==> src/rtl/oms_pkg.sv <==
package oms_pkg;

  // Width of a shift-amount field able to encode 0 .. in_w-1.
  function automatic int shamt_width(int in_w);
    return (in_w <= 2) ? 1 : $clog2(in_w);
  endfunction

endpackage

==> src/rtl/oms_encoder.sv <==
module oms_encoder #(
  parameter int IN_W  = 6,
  parameter int SH_W  = 3,
  parameter int ADR_W = IN_W - 1
) (
  input  logic [IN_W-1:0]  x,
  output logic [SH_W-1:0]  shamt,
  output logic [ADR_W-1:0] addr,
  output logic             is_zero
);

  logic [IN_W-1:0] odd_part;

  // Trailing-zero count: scan downward so the lowest set bit wins.
  always_comb begin
    shamt = '0;
    for (int i = IN_W - 1; i >= 0; i--) begin
      if (x[i]) shamt = SH_W'(i);
    end
  end

  // Odd factor, then drop its always-one LSB to form the table index.
  always_comb begin
    odd_part = x >> shamt;
    addr     = ADR_W'(odd_part >> 1);
    is_zero  = (x == '0);
  end

endmodule

==> src/rtl/oms_odd_table.sv <==
module oms_odd_table #(
  parameter int IN_W      = 6,
  parameter int CONST_W   = 8,
  parameter int CONST_VAL = 173,
  parameter int ADR_W     = IN_W - 1
) (
  input  logic [ADR_W-1:0]         addr,
  output logic [IN_W+CONST_W-1:0]  word
);

  localparam int PROD_W = IN_W + CONST_W;
  localparam int DEPTH  = 1 << ADR_W;

  logic [PROD_W-1:0] words [DEPTH];

  // Entry k holds (2k+1) * CONST_VAL, computed at elaboration.
  for (genvar k = 0; k < DEPTH; k++) begin : g_word
    localparam logic [PROD_W-1:0] ODD_MUL =
      PROD_W'(2 * k + 1) * PROD_W'(CONST_VAL);
    assign words[k] = ODD_MUL;
  end

  assign word = words[addr];

endmodule

==> src/rtl/oms_shifter.sv <==
module oms_shifter #(
  parameter int DATA_W = 14,
  parameter int SH_W   = 3
) (
  input  logic [DATA_W-1:0] din,
  input  logic [SH_W-1:0]   shamt,
  output logic [DATA_W-1:0] dout
);

  logic [DATA_W-1:0] stg [SH_W+1];

  assign stg[0] = din;

  // Logarithmic shifter: stage s shifts by 2^s when its control bit is set.
  for (genvar s = 0; s < SH_W; s++) begin : g_stage
    assign stg[s+1] = shamt[s] ? (stg[s] << (1 << s)) : stg[s];
  end

  assign dout = stg[SH_W];

endmodule

==> src/rtl/oms_const_mult.sv <==
module oms_const_mult #(
  parameter int IN_W      = 6,
  parameter int CONST_W   = 8,
  parameter int CONST_VAL = 173
) (
  input  logic                     clk,
  input  logic                     rst_n,
  input  logic                     in_valid,
  input  logic [IN_W-1:0]          in_x,
  output logic                     out_valid,
  output logic [IN_W+CONST_W-1:0]  product
);

  localparam int PROD_W = IN_W + CONST_W;
  localparam int SH_W   = oms_pkg::shamt_width(IN_W);
  localparam int ADR_W  = IN_W - 1;

  logic [IN_W-1:0]   x_q, x_d;
  logic              v_q, v_d;
  logic [SH_W-1:0]   shamt;
  logic [ADR_W-1:0]  addr;
  logic              is_zero;
  logic [PROD_W-1:0] odd_word;
  logic [PROD_W-1:0] shifted;

  // Next-state: load the operand only on a strobe.
  always_comb begin
    x_d = in_valid ? in_x : x_q;
    v_d = in_valid;
  end

  always_ff @(posedge clk or negedge rst_n) begin
    if (!rst_n) begin
      x_q <= '0;
      v_q <= 1'b0;
    end else begin
      x_q <= x_d;
      v_q <= v_d;
    end
  end

  oms_encoder #(
    .IN_W (IN_W),
    .SH_W (SH_W),
    .ADR_W(ADR_W)
  ) u_enc (
    .x      (x_q),
    .shamt  (shamt),
    .addr   (addr),
    .is_zero(is_zero)
  );

  oms_odd_table #(
    .IN_W     (IN_W),
    .CONST_W  (CONST_W),
    .CONST_VAL(CONST_VAL),
    .ADR_W    (ADR_W)
  ) u_tab (
    .addr(addr),
    .word(odd_word)
  );

  oms_shifter #(
    .DATA_W(PROD_W),
    .SH_W  (SH_W)
  ) u_shf (
    .din  (odd_word),
    .shamt(shamt),
    .dout (shifted)
  );

  assign product   = is_zero ? '0 : shifted;
  assign out_valid = v_q;

endmodule

==> config.mk <==
export PLATFORM = sky130hd
export DESIGN_NAME = oms_const_mult
export DESIGN_NICKNAME = d
export VERILOG_FILES = /design/src/rtl/oms_pkg.sv /design/src/rtl/oms_encoder.sv /design/src/rtl/oms_odd_table.sv /design/src/rtl/oms_shifter.sv /design/src/rtl/oms_const_mult.sv
export SDC_FILE = /design/constraint.sdc
export NUM_CORES = 1
export LEC_CHECK = 0
export BUFFER_PORTS_ARGS = -buffer_cell sky130_fd_sc_hd__buf_2
export CAP_MARGIN = 5
export CORE_MARGIN = 2
export CORE_UTILIZATION = 63
export CTS_CLUSTER_DIAMETER = 50
export CTS_CLUSTER_SIZE = 28
export DETAILED_ROUTE_END_ITERATION = 8
export PLACE_DENSITY = 0.87
export SYNTH_ARGS = -nofsm -noshare
export SYNTH_HDL_FRONTEND = slang
export SYNTH_HIERARCHICAL = 1
export SYNTH_SLANG_ARGS = --single-unit
==> constraint.sdc <==
create_clock -name clk -period 10.15 [get_ports clk]
set_clock_uncertainty 0.2 [all_clocks]
set_input_delay 2.03 -clock clk [delete_from_list [all_inputs] [get_ports clk]]
set_output_delay 2.03 -clock clk [all_outputs]
set_load 0.05 [all_outputs]
; Word-level counts from Yosys, hierarchy flattened
; Memories as Yosys holds them, arrays and structs flattened.
; Cells that the tools add are included.
[op_classes]
n_reduce_logical = 1
n_mux = 12
bitwise_logic = 1
n_shift = 1
n_lt_le_gt_ge = 1
[op_table]
columns = op, n
row1 = $mux W14, 6
row2 = $mux W3, 6
row3 = $ge A6 B6 Y1 const B, 1
row4 = $logic_not A6 Y1, 1
row5 = $not A5 Y6, 1
row6 = $shr A6 B3 Y6, 1
[word_totals]
mem_bits_ro = 448
wordCells = 19
n_memories = 1
output_inout_bits = 15
input_bits = 9
ff_bits = 7
[mem_list]
columns = name, depth, word_bits, read_ports, rd_ports_with_merged_regs, write_ports, line_no
row1 = (name not given), 32, 14, 1, 0, 0, oms_odd_table.sv:23  ; assign word = words[addr];

; Longest topological paths before layout
[logic_depth]
ltp_word = 15
mapped_depth = 13
mapped_depth_nobuf = 12

; Modules after synthesis
; Netlist, hierarchy kept.
[by_module_without_submodules]
columns = mod, seq_area_each_um2, area_per_inst_um2, cells_per_inst, instances
row1 = oms_shifter, 0.0, 569.3, 65, 1
row2 = oms_odd_table, 0.0, 568.0, 76, 1
row3 = oms_const_mult, 175.2, 369.1, 29, 1
row4 = oms_encoder, 0.0, 165.2, 31, 1

; Worst setup path after synthesis
; No wires, ideal clock.
[synth_timing]
path_type = reg-to-output
start = reg x_q[2]
end = out product[6]
slack_ns = 4.406
path_stages_with_launch = 14
required_ns = 7.920
t_arrival_ns = 3.514
n_path_buf = 1
path_cell_list = dfrtp_1 -> inv_1 -> a21oi_1 -> o21ai_0 -> inv_1 -> ha_1 -> buf_2 -> mux2_2 -> o22ai_1 -> nor3_1 -> mux4_2 -> nor2_1 -> a31oi_1 -> nor2b_1
[synth_via]
elab_chain_len = 12
elab_cells_between_ends = 13
cone_classes = shift: 1 / mux: 9 / bitwise: 1 / reduce/logical: 1 / memory: 1
[synth_lines]
columns = item, line_no
row1 = from (decl), oms_const_mult.sv:18  ; logic [IN_W-1:0] x_q, x_d;
row2 = from (signal assigned), oms_const_mult.sv:34  ; x_q <= '0;
row3 = from (signal assigned), oms_const_mult.sv:37  ; x_q <= x_d;
row4 = $mux W3 (3 in a row), oms_encoder.sv:18  ; if (x[i]) shamt = SH_W'(i);
row5 = $shr A6 B3 Y6 (*), oms_encoder.sv:24  ; odd_part = x >> shamt;
row6 = net addr[1], oms_const_mult.sv:21  ; logic [ADR_W-1:0] addr;
row7 = $not A5 Y6 (implied by the code) (*), oms_odd_table.sv:23
row8 = $mem_v2 Z32 W14 (*), n/a
row9 = $mux W14 (implied by the code) (*) (2 in a row), oms_odd_table.sv:23
row10 = net odd_word[6], oms_const_mult.sv:23  ; logic [PROD_W-1:0] odd_word;
row11 = $mux W14 (*) (3 in a row), oms_shifter.sv:16  ; assign stg[s+1] = shamt[s] ? (stg[s] << (1 << s)) : stg[s];
row12 = net shifted[6], oms_const_mult.sv:24  ; logic [PROD_W-1:0] shifted;
row13 = $mux W14 (*), oms_const_mult.sv:72  ; assign product = is_zero ? '0 : shifted;
row14 = to (decl), oms_const_mult.sv:11  ; output logic [IN_W+CONST_W-1:0] product
; The timed path passes the listed nets; every way through them passes the cells marked *. The select of a mux whose other input is x is not followed.

; Worst setup path in the final report
[layout_timing]
start = reg x_q[0]
end = out product[9]
[layout_via]
elab_chain_len = 10
elab_cells_between_ends = 11
cone_classes = shift: 1 / mux: 7 / bitwise: 1 / reduce/logical: 1 / memory: 1
[layout_lines]
columns = item, line_no
row1 = $mux W3, oms_encoder.sv:18
row2 = $shr A6 B3 Y6 (*), oms_encoder.sv:24
row3 = net addr[1], oms_const_mult.sv:21
row4 = $not A5 Y6 (implied by the code) (*), oms_odd_table.sv:23
row5 = $mem_v2 Z32 W14 (*), n/a
row6 = $mux W14 (implied by the code) (*) (2 in a row), oms_odd_table.sv:23
row7 = net odd_word[7], oms_const_mult.sv:23
row8 = $mux W14 (*) (3 in a row), oms_shifter.sv:16
row9 = net shifted[9], oms_const_mult.sv:24
row10 = $mux W14 (*), oms_const_mult.sv:72
; Marked as above.

==> summary.txt <==
Outcome
  • Outcome: finished, final reports clean

Clock tree
  • Cts hold-fix bufs: 0
  • Clock root cell: clkbuf_4
  • Post-CTS Setup Repair Bufs: 0
  • Longest Clk Path Bufs: 2
  • CTS tree: yes
  • Cts bufs inserted: 3
  • Cts repair resizes: 0
  • H-tree depth: 1
  • Clock latency on the worst-skew pair: 230 ps
  • Clock slew at reported path FFs: 50 ps
  • # clock sinks: 7

Floorplanning
  • Die Y: 55.5 um
  • Die W: 55.5 um
  • DIE AREA: 3080 um2
  • Core Box Area: 2500 um2
  • I/O Pins: 24
  • Initial core utilization: 66.9%
  • Num rows: 18

STA
  • Worst hold slack: 445 ps
  • Hold Violations, Final: 0
  • Final period util: 65.2%
  • Fmax: 151 MHz
  • Setup WS post-layout: 3540 ps
  • Slew headroom: 24.9%
  • Final setup TNS: 0 ps
  • RSZ-0062 raised after global routing: false
  • Worst-Margin Slew: 1130 ps
  • Pins over their slew limit: 0
  • Final setup fails: 0
  • Min Tclk post-route: 6610 ps

Detailed routing
  • Residual DRC count: 0
  • Antenna Nets Post-Route: 0
  • TritonRoute pass-1 iters: 4
  • Number of DRC markers in iteration 0: 112
  • Vias: 1547
  • Routed WL: 3710 um
  • DR WL/cell: 15.2 um
  • Via/cell ratio: 6.31

Synthesis
  • Area share of the largest cell type after synthesis: 12.6%
  • Avg Cell Area, Syn: 8.32 um2
  • Post-synthesis instance total: 201
  • Largest cells by area after synthesis: mux2i_1 13%, dfrtp_1 10%, mux2_4 8.1%
  • Synth warn: 6
  • Synthesized flop and latch total: 7
  • Commonest cells in the netlist: 21 x mux2i_1, 20 x nor2b_1, 14 x nor2_1
  • Sequential element share of the synthesized area: 10.5%
  • Most numerous cell in the Yosys netlist: mux2i_1
  • Async SR Flop Fraction: 100%
  • Number of distinct library cells after synthesis: 46
  • Syn_nets: 218
  • Number of flops mapped to enable cells by yosys: 0
  • Post-Synthesis Cell Area: 1670 um2
  • Cell taking the most area after synthesis: mux2i_1
  • Primary FF master, synth: dfrtp_1

Power and ir drop
  • Total Power: 361 uW
  • Sw frac: 56.7%
  • Pwr per Cell Area: 204 nW/um2
  • Sw Pwr: 205 uW
  • Reg power frac: 10.1%
  • Combinational group share of total power: 83.2%
  • Int Pwr: 156 uW
  • Leak pwr: 0.786 nW
  • Clock power frac: 6.7%
  • Worst VDD drop: 0.000181 V

Run
  • Max-Cap Viols: 0

Critical path
  • R2R Setup Slk: 8970 ps
  • CP Buf/Inv Count: 2
  • CP startpoint kind: register
  • Crit end category: primary output
  • Crit-path cells: nand2b_1, o21ai_0, inv_1, ha_1, and2_4, nor2_1, mux4_2, mux2_4, mux4_2, nor2b_1, buf_2
  • Critical Path AT: 4380 ps
  • R2r worst-path depth: 1
  • CP required: 7920 ps
  • R2r startpoint: x_q[0]
  • Setup CP Type: register to primary output
  • Stages on worst setup path: 11
  • Top delay family on crit path: multiplexers
  • Worst-path maximum fanout: 14
  • Worst r2r dst: x_q[0]
  • Worst path max stage delay: 780 ps
  • Crit-path slowest cell: o21ai_0
  • CP most frequent cell: mux4_2

Finish
  • Fin area: 1770 um2
  • P&R area growth vs syn: 5.76%
  • Non-Filler Instances: 245
  • Post-layout net count: 233
  • End-of-flow core utilization: 70.7%
  • Diodes inserted: 0
  • Layout cells sized above 1: 25.6%

Min path
  • Hold path depth: 1
  • Min-Delay Startpoint: x_q[4]
  • HP Class: register to register
  • Worst Hold Path EP: x_q[4]

Placed design
  • Placed cell area: 1740 um2
  • Dpl cells: 241
  • Number of port buffers: 23
  • Routability cong.: 0.966
  • Pre-CTS setup slack: 3860 ps
  • DPL Wire Length: 2890 um

Global route
  • GRT Residual Overflow: 0
  • GR Util All Layers: 24.9%
  • Largest net degree at the start of global routing: 30
  • Initial antenna violation count: 0
  • First-pass GRT wire length: 6510 um
  • Number of global-route vias before repair: 1477
==> power groups by stage <==
| stage | registers, mW | clock network (mW) | logic, mW |
|---|---|---|---|
| after floorplan | 0.0352 | 0 | 0.249 |
| after global placement | 0.0362 | 0 | 0.290 |
| after detailed placement | 0.0367 | 0 | 0.298 |
| after CTS | 0.0363 | 0.0253 | 0.299 |
| after global routing | 0.0372 | 0.0272 | 0.322 |
| final | 0.0364 | 0.0241 | 0.301 |
==> placed cells by master, fill, tap and decap left out, drive strengths merged, types with 5 or more instances in the layout <==
cell type	n
dfrtp	7
buf	28
nand2	11
mux2i	21
ha	8
nor2b	20
o22ai	5
mux2	18
nor2	14
nor3	7
and2	6
nand2b	5
o21ai	13
inv	7
nor3b	5
==> state kept, by name (all words and copies together) (netlist names) <==
| signal | cells |
|---|---|
| out_valid | 1 |
| x_q | 6 |
==> metal layers <==
layer,GRT usage (%),vias to the layer above,wire [um]
met2,45.9,50,1990
met5,0,-,0
met3,2.81,6,127
met4,7.32,0,35
met1,30.1,733,1560
li1,-,758,-
==> final cells by class <==
class / instances / area (um2)
inverter: 7 / 26.3
timing repair buffer: 28 / 153
clock buffer: 4 / 26.3
multi-input combinational: 169 / 1350
sequential: 7 / 175
tap: 30 / 37.5
fill: 197 / 732
==> how the worst max path moves through the flow <==
stage	startpoint	endpoint	slack (ps)
after CTS	x_q[0]	product[9]	3580
after global routing	x_q[0]	product[12]	3220
after detailed placement	x_q[0]	product[9]	3860
final	x_q[0]	product[9]	3540
after floorplan	x_q[2]	product[6]	4410
after global placement	x_q[0]	product[9]	4070
==> logic make-up (layout without fill, tap and decap cells) <==
logic type / Yosys count / in the layout / synth area share (%)
multiplexers: 42 / 42 / 30.8
AND/OR/NAND/NOR: 77 / 77 / 26.3
other: 1 / 1 / 0.224
adder cells (fa/ha/maj): 8 / 8 / 5.99
flip-flops: 7 / 7 / 10.5
XOR/XNOR: 1 / 1 / 0.524
AO/OA/AOI/OAI: 40 / 40 / 16.2
buffers and inverters: 25 / 39 / 9.51
(Power assumes the default switching activity.)
